### src/rtl/autobaud_pkg.sv
package autobaud_pkg;

    typedef enum logic [1:0] {
        ST_HUNT  = 2'd0,
        ST_MEAS  = 2'd1,
        ST_CHECK = 2'd2,
        ST_LOCK  = 2'd3
    } ab_state_e;

    // 0x55 with its start bit gives nine alternating cells; eight are averaged.
    localparam int unsigned AB_AVG_LOG2  = 3;
    localparam int unsigned AB_AVG_CELLS = 1 << AB_AVG_LOG2;
    localparam int unsigned AB_ALL_CELLS = AB_AVG_CELLS + 1;
    localparam int unsigned AB_CNT_CW    = $clog2(AB_ALL_CELLS + 1);

endpackage

### src/rtl/ab_sync.sv
module ab_sync #(
    parameter int unsigned STAGES = 2
) (
    input  logic clk,
    input  logic rst_n,
    input  logic rx_i,
    output logic rx_o
);
    logic [STAGES-1:0] stage_d;
    logic [STAGES-1:0] stage_q;

    genvar g;
    generate
        for (g = 0; g < STAGES; g++) begin : g_stage
            if (g == 0) begin : g_first
                assign stage_d[g] = rx_i;
            end else begin : g_next
                assign stage_d[g] = stage_q[g-1];
            end
        end
    endgenerate

    always_ff @(posedge clk or negedge rst_n) begin
        if (!rst_n) stage_q <= '1;
        else        stage_q <= stage_d;
    end

    assign rx_o = stage_q[STAGES-1];
endmodule

### src/rtl/ab_cell_stats.sv
module ab_cell_stats import autobaud_pkg::*; #(
    parameter int unsigned CNT_W = 16
) (
    input  logic                          clk,
    input  logic                          rst_n,
    input  logic                          clear_i,
    input  logic                          take_i,
    input  logic [CNT_W-1:0]              width_i,
    output logic [CNT_W+AB_AVG_LOG2-1:0]  sum_o,
    output logic [CNT_W-1:0]              min_o,
    output logic [CNT_W-1:0]              max_o,
    output logic [AB_CNT_CW-1:0]          count_o
);
    localparam int unsigned SUM_W = CNT_W + AB_AVG_LOG2;
    localparam logic [AB_CNT_CW-1:0] AVG_V = AB_CNT_CW'(AB_AVG_CELLS);

    typedef struct packed {
        logic [AB_CNT_CW-1:0] count;
        logic [SUM_W-1:0]     sum;
        logic [CNT_W-1:0]     mn;
        logic [CNT_W-1:0]     mx;
    } stats_t;

    stats_t s_d, s_q;

    always_comb begin
        s_d = s_q;
        if (clear_i) begin
            s_d.count = '0;
            s_d.sum   = '0;
            s_d.mn    = '1;
            s_d.mx    = '0;
        end else if (take_i) begin
            s_d.count = s_q.count + 1'b1;
            if (s_q.count < AVG_V) s_d.sum = s_q.sum + SUM_W'(width_i);
            if (width_i < s_q.mn)  s_d.mn  = width_i;
            if (width_i > s_q.mx)  s_d.mx  = width_i;
        end
    end

    always_ff @(posedge clk or negedge rst_n) begin
        if (!rst_n) s_q <= '{count: '0, sum: '0, mn: '1, mx: '0};
        else        s_q <= s_d;
    end

    assign sum_o   = s_q.sum;
    assign min_o   = s_q.mn;
    assign max_o   = s_q.mx;
    assign count_o = s_q.count;
endmodule

### src/rtl/ab_judge.sv
module ab_judge import autobaud_pkg::*; #(
    parameter int unsigned CNT_W   = 16,
    parameter int unsigned MIN_DIV = 8
) (
    input  logic [CNT_W+AB_AVG_LOG2-1:0] sum_i,
    input  logic [CNT_W-1:0]             min_i,
    input  logic [CNT_W-1:0]             max_i,
    output logic [CNT_W-1:0]             mean_o,
    output logic                         ok_o
);
    localparam logic [CNT_W-1:0] MIN_V = CNT_W'(MIN_DIV);

    logic [CNT_W-1:0] slack;
    logic [CNT_W-1:0] lo;
    logic [CNT_W:0]   hi;

    always_comb begin
        mean_o = sum_i[CNT_W+AB_AVG_LOG2-1:AB_AVG_LOG2];
        slack  = {2'b00, mean_o[CNT_W-1:2]};
        lo     = mean_o - slack;
        hi     = {1'b0, mean_o} + {1'b0, slack};
        ok_o   = (min_i >= lo) && ({1'b0, max_i} <= hi) && (mean_o >= MIN_V);
    end
endmodule

### src/rtl/autobaud_lock.sv
module autobaud_lock import autobaud_pkg::*; #(
    parameter int unsigned CNT_W       = 16,
    parameter int unsigned MIN_DIV     = 8,
    parameter int unsigned SYNC_STAGES = 2
) (
    input  logic             clk,
    input  logic             rst_n,
    input  logic             rx_i,
    output logic [CNT_W-1:0] divisor_o,
    output logic [CNT_W-1:0] half_o,
    output logic             locked_o,
    output logic             echo_req_o
);
    localparam int unsigned SUM_W = CNT_W + AB_AVG_LOG2;
    localparam logic [CNT_W-1:0]     CNT_SAT  = '1;
    localparam logic [CNT_W-1:0]     CNT_ONE  = CNT_W'(1);
    localparam logic [AB_CNT_CW-1:0] LAST_IDX = AB_CNT_CW'(AB_ALL_CELLS - 1);

    typedef struct packed {
        ab_state_e        state;
        logic [CNT_W-1:0] cnt;
        logic             rx_prev;
        logic [CNT_W-1:0] divisor;
        logic [CNT_W-1:0] half;
        logic             locked;
        logic             echo;
    } regs_t;

    regs_t r_d, r_q;

    logic                 rx_s;
    logic                 line_edge;
    logic                 take;
    logic                 clear;
    logic [SUM_W-1:0]     st_sum;
    logic [CNT_W-1:0]     st_min;
    logic [CNT_W-1:0]     st_max;
    logic [AB_CNT_CW-1:0] st_count;
    logic [CNT_W-1:0]     mean;
    logic                 meas_ok;

    ab_sync #(.STAGES(SYNC_STAGES)) u_sync (
        .clk   (clk),
        .rst_n (rst_n),
        .rx_i  (rx_i),
        .rx_o  (rx_s)
    );

    ab_cell_stats #(.CNT_W(CNT_W)) u_stats (
        .clk     (clk),
        .rst_n   (rst_n),
        .clear_i (clear),
        .take_i  (take),
        .width_i (r_q.cnt),
        .sum_o   (st_sum),
        .min_o   (st_min),
        .max_o   (st_max),
        .count_o (st_count)
    );

    ab_judge #(.CNT_W(CNT_W), .MIN_DIV(MIN_DIV)) u_judge (
        .sum_i  (st_sum),
        .min_i  (st_min),
        .max_i  (st_max),
        .mean_o (mean),
        .ok_o   (meas_ok)
    );

    assign line_edge = rx_s ^ r_q.rx_prev;
    assign clear     = (r_q.state == ST_HUNT);

    always_comb begin
        r_d         = r_q;
        take        = 1'b0;
        r_d.rx_prev = rx_s;
        r_d.echo    = 1'b0;

        // cell timer: restarts on every edge, saturates on a stuck line
        if (r_q.state != ST_LOCK) begin
            if (line_edge)               r_d.cnt = CNT_ONE;
            else if (r_q.cnt != CNT_SAT) r_d.cnt = r_q.cnt + 1'b1;
        end

        unique case (r_q.state)
            ST_HUNT: begin
                if (line_edge && !rx_s) r_d.state = ST_MEAS;
            end
            ST_MEAS: begin
                if (line_edge) begin
                    take = 1'b1;
                    if (st_count == LAST_IDX) r_d.state = ST_CHECK;
                end else if (r_q.cnt == CNT_SAT) begin
                    r_d.state = ST_HUNT;
                end
            end
            ST_CHECK: begin
                if (meas_ok) begin
                    r_d.state   = ST_LOCK;
                    r_d.divisor = mean;
                    r_d.half    = {1'b0, mean[CNT_W-1:1]};
                    r_d.locked  = 1'b1;
                    r_d.echo    = 1'b1;
                end else begin
                    r_d.state = ST_HUNT;
                end
            end
            ST_LOCK: begin
            end
            default: r_d.state = ST_HUNT;
        endcase
    end

    always_ff @(posedge clk or negedge rst_n) begin
        if (!rst_n) begin
            r_q <= '{state: ST_HUNT, cnt: '0, rx_prev: 1'b1, divisor: '0,
                     half: '0, locked: 1'b0, echo: 1'b0};
        end else begin
            r_q <= r_d;
        end
    end

    assign divisor_o  = r_q.divisor;
    assign half_o     = r_q.half;
    assign locked_o   = r_q.locked;
    assign echo_req_o = r_q.echo;
endmodule

### config.mk
export PLATFORM = sky130hd
export DESIGN_NAME = autobaud_lock
export DESIGN_NICKNAME = d
export VERILOG_FILES = /design/src/rtl/autobaud_pkg.sv /design/src/rtl/ab_sync.sv /design/src/rtl/ab_cell_stats.sv /design/src/rtl/ab_judge.sv /design/src/rtl/autobaud_lock.sv
export SDC_FILE = /design/constraint.sdc
export NUM_CORES = 1
export LEC_CHECK = 0
export CAP_MARGIN = 5
export CORE_AREA = 2 2 141 143
export CTS_CLUSTER_SIZE = 16
export DETAILED_ROUTE_END_ITERATION = 12
export DIE_AREA = 0 0 143 145
export PLACE_DENSITY = 0.53
export SYNTH_ARGS = -nofsm -noshare
export SYNTH_HDL_FRONTEND = slang
export SYNTH_SLANG_ARGS = --single-unit
### constraint.sdc
create_clock -name clk -period 5.4 [get_ports clk]
set_input_delay 0.54 -clock clk [delete_from_list [all_inputs] [get_ports clk]]
set_output_delay 0.54 -clock clk [all_outputs]
set_load 0.02 [all_outputs]
==> flow_summary.ini, run 1 <==
[final_layout]
stdcell_area_um2 = 8380
area_delta_synth_final_pct = 8.77
layout_common_cells = 115 x ha_1, 84 x nor2_1, 77 x inv_1, 75 x dfrtp_1, 55 x a21oi_1
layout-drive-gt1-share = 0.0824
final_common_cell = ha_1
antenna_cells = 0
fin_nets = 965
fillCellCount = 1864

[synth]
synth_top_area_share = 0.244
synth_area_um2 = 7710
synth_fa_ha_area_frac = 0.194
synthXorXnorAreaFrac = 0.0557
synth_area_leader_cell = dfrtp_1
synth_top_family_by_area = adder cells
ys_warn_count = 0
muxShareOfSynthArea = 0.0455
synth_area_leaders = dfrtp_1 24%, ha_1 19%, dfstp_2 6.5%
synthArstFlopShare = 1.00
ys_seq_area_frac = 0.308
ys_seq_elements = 94
synthSimpleGateAreaFrac = 0.145
synth_edf_count = 0
syn_inst = 850
synth.avg_cell_area_um2 = 9.07
synth_ff_type = dfrtp_1
synth_compound_area_frac = 0.165
syn-num-nets = 971
yosysUniqueCellTypes = 61

[floorplan]
start_util = 0.401
fp.dieArea_um2 = 20700
std_cell_rows = 51
die_h_um = 145
ios = 37
core-area_um2 = 19200
die-width_um = 143

[detailed_routing]
vias = 5903
drt_iter0_markers = 363
viasPerCell = 5.30
ant_nets = 0
drc_errors = 0
dr.pass1.iters = 4
wire_per_inst_um = 17.5
drt-total-wl_mm = 19.5

[global_route]
grt_pass1_wl_mm = 31.7
grt_pass1_vias = 5891
antenna_found_initial = 0
grt_start_max_net_pins = 49
grt_use_total = 0.198
overflow = 0

[sta]
setup_violations = 0
fin_tns_setup_ns = 0
fmax_mhz = 207
skew_ns = 0.0128
hold_ws_ns = 0.193
slew_viol_final = 0
worstMarginPinSlew_ns = 0.808
max_slew_margin = 0.461
rsz0062_at_grt = no
finalHoldViolations = 0
finalCritPeriodShare = 0.895
min_period_ns = 4.83

[clock_network]
cts_setup_buffers = 0
cts_sinks = 94
cts_tree = yes
cts_root_buf = clkbuf_16
clk_pin_slew_ns = 0.07
htreeDepth = 3
clock_latency_ns = 0.36
cts_buffers = 9
ctsHoldBuffers = 0
cts_buffer_depth = 2
cts-resized-gates = 0

[placement]
post-dp-hpwl_mm = 15.1
place.gp.congestion = 0.978
placed_area_um2 = 8090
port_buffers = 35

[worst_setup_path]
reg2regPathDepth = 18
cp.arrival_ns = 5.07
critPathKind = flop to flop
worstPathRequired_ns = 5.64
crit_family = compound AO/OA/AOI/OAI gates
critPathMaxStageDelay_ns = 0.47
cp_cell_sequence = ha_1 > inv_1 > fa_1 > o21bai_1 > a221oi_1 > o311a_1 > o21bai_1 > a21oi_1 > nor2_1 > nor3_1 > or2_2 > ha_1 > nand4_1 > nor3_1 > a21oi_1 > a311oi_4 > buf_4 > mux2_2
slowest_stage = dfrtp_1
worstSetupPathDepth = 18
end_kind = flop
critical_path.n_buffers_inverters = 2
path_max_fanout = 20
start_kind = flop

[power_and_ir_drop]
p_total_uw = 2540
vdd_drop_max_mv = 0.383
p_leak_uw = 0.00411
p_per_area_nw_per_um2 = 303

[job]
cap_violations = 0

[run_status]
status = complete, no violations

[worst_hold_path]
hp-class = input port to asynchronous set/reset pin
final timing paths:
| check | from | endpoint | slack (ns) |
|---|---|---|---|
| min reg2reg | u_sync.stage_q[0]$_DFF_PN1_ | u_sync.stage_q[1]$_DFF_PN1_ | 0.36 |
| min | rst_n | u_stats.count_o[2]$_DFFE_PN0P_ | 0.19 |
| min in group clk | u_sync.stage_q[0]$_DFF_PN1_ | u_sync.stage_q[1]$_DFF_PN1_ | 0.36 |
| max in group asynchronous | rst_n | u_stats.sum_o[14]$_DFFE_PN0P_ | 4.10 |
| max reg2reg | u_stats.sum_o[5]$_DFFE_PN0P_ | divisor_o[9]$_DFFE_PN0N_ | 0.57 |
| max | u_stats.sum_o[5]$_DFFE_PN0P_ | divisor_o[9]$_DFFE_PN0N_ | 0.57 |
power breakdown:
part,total [uW],leakage [uW],switching [uW],internal (uW)
registers,954,0.00124,110,845
clock network,641,0.000143,298,342
logic,945,0.00273,566,379
total,2540,0.00411,974,1570
state kept, by name, indices dropped and copies added, names as in the netlist:
register and cells:
locked_o 1, echo_req_o 1, r_q 19, u_stats.max_o 16
u_stats.sum_o 19, divisor_o 16, u_sync.stage_q 2, u_stats.min_o 16
u_stats.count_o 4
cell usage after synthesis, types with 2 or more instances:
cell and number:
ha_1 115, nor2_1 84, inv_1 77, dfrtp_1 75, a21oi_1 56, buf_4 36
nand2_1 35, o21ai_0 33, xnor2_1 31, a21o_1 21, nand4_1 20, dfstp_2 19
nand3_1 19, a211o_1 18, xor2_1 18, mux2i_1 17, clkbuf_1 16, mux2_2 16
nor3_1 16, a22o_1 15, nor2b_1 10, nor4_1 10, o21bai_1 9, nand2b_1 8
or3_1 7, buf_2 6, o21a_1 6, a211oi_1 4, a31oi_1 4, and3_1 4
o31ai_1 4, fa_1 3, or4_1 3, a221oi_1 2, and2_1 2, nor3b_1 2
nor4b_1 2, o211ai_1 2, o311ai_0 2, or2_2 2
metal layers:
| metal | GRT usage | part of all wire | vias to the layer above |
|---|---|---|---|
| met3 | 0.0211 | 0.021 | 25 |
| met1 | 0.267 | 0.48 | 2861 |
| met2 | 0.327 | 0.48 | 62 |
| li1 | - | - | 2955 |
| met4 | 0.0683 | 0.024 | 0 |
| met5 | 0 | 0 | - |
layout make-up:
cell class                 instances  area, um^2  share of cell area
timing repair buffer              41         393              0.0469
sequential                        94        2380               0.283
tap                              265         332              0.0396
clock inverter                     5        38.8             0.00463
clock buffer                      11         253              0.0301
inverter                          79         297              0.0354
multi-input combinational        619        4690               0.560
per-stage QoR:
step | cells | util | worst slack, ns
4_1_cts | 1114 | 0.436 | 0.596
6_report | 1114 | 0.436 | 0.569
2_1_floorplan | 850 | - | 1.43
3_3_place_gp | 1098 | 0.421 | 0.722
3_5_place_dp | 1098 | 0.421 | 0.617
5_1_grt | 1114 | 0.436 | 0.284
logic make-up after synthesis:
kind of cell	Yosys count
AND/OR/NAND/NOR	228
AO/OA/AOI/OAI	190
buffers and inverters	137
adder cells (fa/ha/maj)	118
flip-flops	94
XOR/XNOR	49
multiplexers	33
other	1
Note: power is estimated with default switching activity, not from simulation.
==> run 2: changes to the inputs <==
--- a/config.mk
+++ b/config.mk
@@ -10,6 +10,7 @@
 export CTS_CLUSTER_SIZE = 16
 export DETAILED_ROUTE_END_ITERATION = 12
 export DIE_AREA = 0 0 143 145
+export GPL_ROUTABILITY_DRIVEN = 0
 export PLACE_DENSITY = 0.53
 export SYNTH_ARGS = -nofsm -noshare
 export SYNTH_HDL_FRONTEND = slang
==> flow_summary.ini, run 2 (synthesis gave the netlist of run 1 again) <==
[job]
cap_violations = 0

[worst_setup_path]
startpoint = u_stats.sum_o[5]$_DFFE_PN0P_
path_max_fanout = 18
cp_cell_sequence = ha_1 > inv_1 > fa_1 > o21bai_1 > a221oi_1 > o311a_1 > o21bai_1 > a21oi_1 > nor2_1 > nor3_1 > or2_2 > ha_1 > nand4_1 > nor3_1 > a21oi_1 > a311oi_4 > buf_4 > mux2_2
critPathKind = flop to flop
end_kind = flop
slowest_stage = dfrtp_1
critPathMaxStageDelay_ns = 0.48
start_kind = flop
rrSetupSlack_ns = 0.68
reg2regPathDepth = 18
r2r-start = u_stats.sum_o[5]$_DFFE_PN0P_
worstReg2RegEnd = divisor_o[10]$_DFFE_PN0N_
cp.arrival_ns = 4.97
worstPathRequired_ns = 5.65
crit_path_end = divisor_o[10]$_DFFE_PN0N_

[floorplan]
ios = 37
std_cell_rows = 51
fp.dieArea_um2 = 20700
die_h_um = 145
start_util = 0.401
core-area_um2 = 19200
die-width_um = 143

[power_and_ir_drop]
vdd_drop_max_mv = 0.234
p_total_uw = 2520
p_leak_uw = 0.00409
p_per_area_nw_per_um2 = 301

[sta]
worstMarginPinSlew_ns = 0.840
fmax_mhz = 212
setup_violations = 0
skew_ns = 0.0116
hold_ws_ns = 0.101
min_period_ns = 4.72
fin_tns_setup_ns = 0
finalHoldViolations = 0
max_slew_margin = 0.440
rsz0062_at_grt = no
slew_viol_final = 0
finalCritPeriodShare = 0.875

[placement]
placed_area_um2 = 8090
port_buffers = 35
post-dp-hpwl_mm = 14.6

[detailed_routing]
drc_errors = 0
drt_iter0_markers = 361
wire_per_inst_um = 17.1
vias = 6014
dr.pass1.iters = 5
ant_nets = 0
viasPerCell = 5.40
drt-total-wl_mm = 19.0

[clock_network]
clk_pin_slew_ns = 0.08
cts_tree = yes
cts_setup_buffers = 0
cts_root_buf = clkbuf_16
ctsHoldBuffers = 0
cts_sinks = 94
htreeDepth = 3
cts_buffer_depth = 2
cts-resized-gates = 0
cts_buffers = 9
clock_latency_ns = 0.36

[final_layout]
final_util = 0.436
stdcell_area_um2 = 8370
antenna_cells = 0
fin_nets = 965
final_common_cell = ha_1
layout-drive-gt1-share = 0.0824
area_delta_synth_final_pct = 8.64
layout_common_cells = 115 x ha_1, 84 x nor2_1, 77 x inv_1, 75 x dfrtp_1, 55 x a21oi_1

[worst_hold_path]
hp-class = input port to asynchronous set/reset pin

[global_route]
grt_start_max_net_pins = 65
overflow = 0
antenna_found_initial = 0
grt_pass1_wl_mm = 30.8
grt_pass1_vias = 5832
grt_use_total = 0.190

[run_status]
status = complete, no violations
-- run 2: changes by cell type in the layout (fill, tap and decap cells not counted) --
cell        change
clkinvlp_4      +2
clkbuf_8        -2
inv_8           +1
inv_6           -1
-- run 2: stage by stage --
step                worst slack [ns]  cells
floorplan                       1.43    850
CTS                            0.725   1114
detailed placement             0.741   1098
global route                   0.368   1114
global placement               0.872   1098
finish                         0.677   1114
-- run 2: worst min path at each step --
stage | to | slack [ns] | cells after the start
6_report | r_q[39]$_DFFE_PN0P_ | 0.10 | 1
5_1_grt | r_q[39]$_DFFE_PN0P_ | 0.12 | 1
4_1_cts | r_q[39]$_DFFE_PN0P_ | 0.11 | 1
3_5_place_dp | u_sync.stage_q[1]$_DFF_PN1_ | 0.35 | 0
3_3_place_gp | u_sync.stage_q[1]$_DFF_PN1_ | 0.35 | 0
2_1_floorplan | divisor_o[0]$_DFFE_PN0N_ | 0.24 | 0
-- run 2: where the power goes --
part / internal [uW] / switching [uW]
Sequential: 845 / 108
Combinational: 381 / 554
Clock: 318 / 312
-- run 2: cell type report --
class | instances | area (um^2)
Timing Repair Buffer | 41 | 393
Clock buffer | 9 | 225
Sequential cell | 94 | 2380
Inverter | 79 | 297
Tap cell | 265 | 332
Fill cell | 1897 | 10800
Multi-Input combinational cell | 619 | 4690
Clock inverter | 7 | 56.3
-- run 2: worst max-delay path, delay by kind of cell (launching register included) --
kind / cells / cell delay (ns)
compound gates: 7 / 1.63
fa+ha+maj: 3 / 0.93
simple gates: 5 / 0.76
flops: 1 / 0.48
buf+inv: 2 / 0.43
mux: 1 / 0.37
-- run 2: routing by layer --
| layer | global-route usage | share of wire | up-vias | wire length (um) |
|---|---|---|---|---|
| met5 | 0 | 0 | - | 0 |
| met4 | 0.0748 | 0.033 | 0 | 620 |
| met3 | 0.0274 | 0.032 | 30 | 612 |
| li1 | - | - | 2966 | - |
| met1 | 0.261 | 0.47 | 2897 | 9020 |
| met2 | 0.300 | 0.46 | 121 | 8780 |
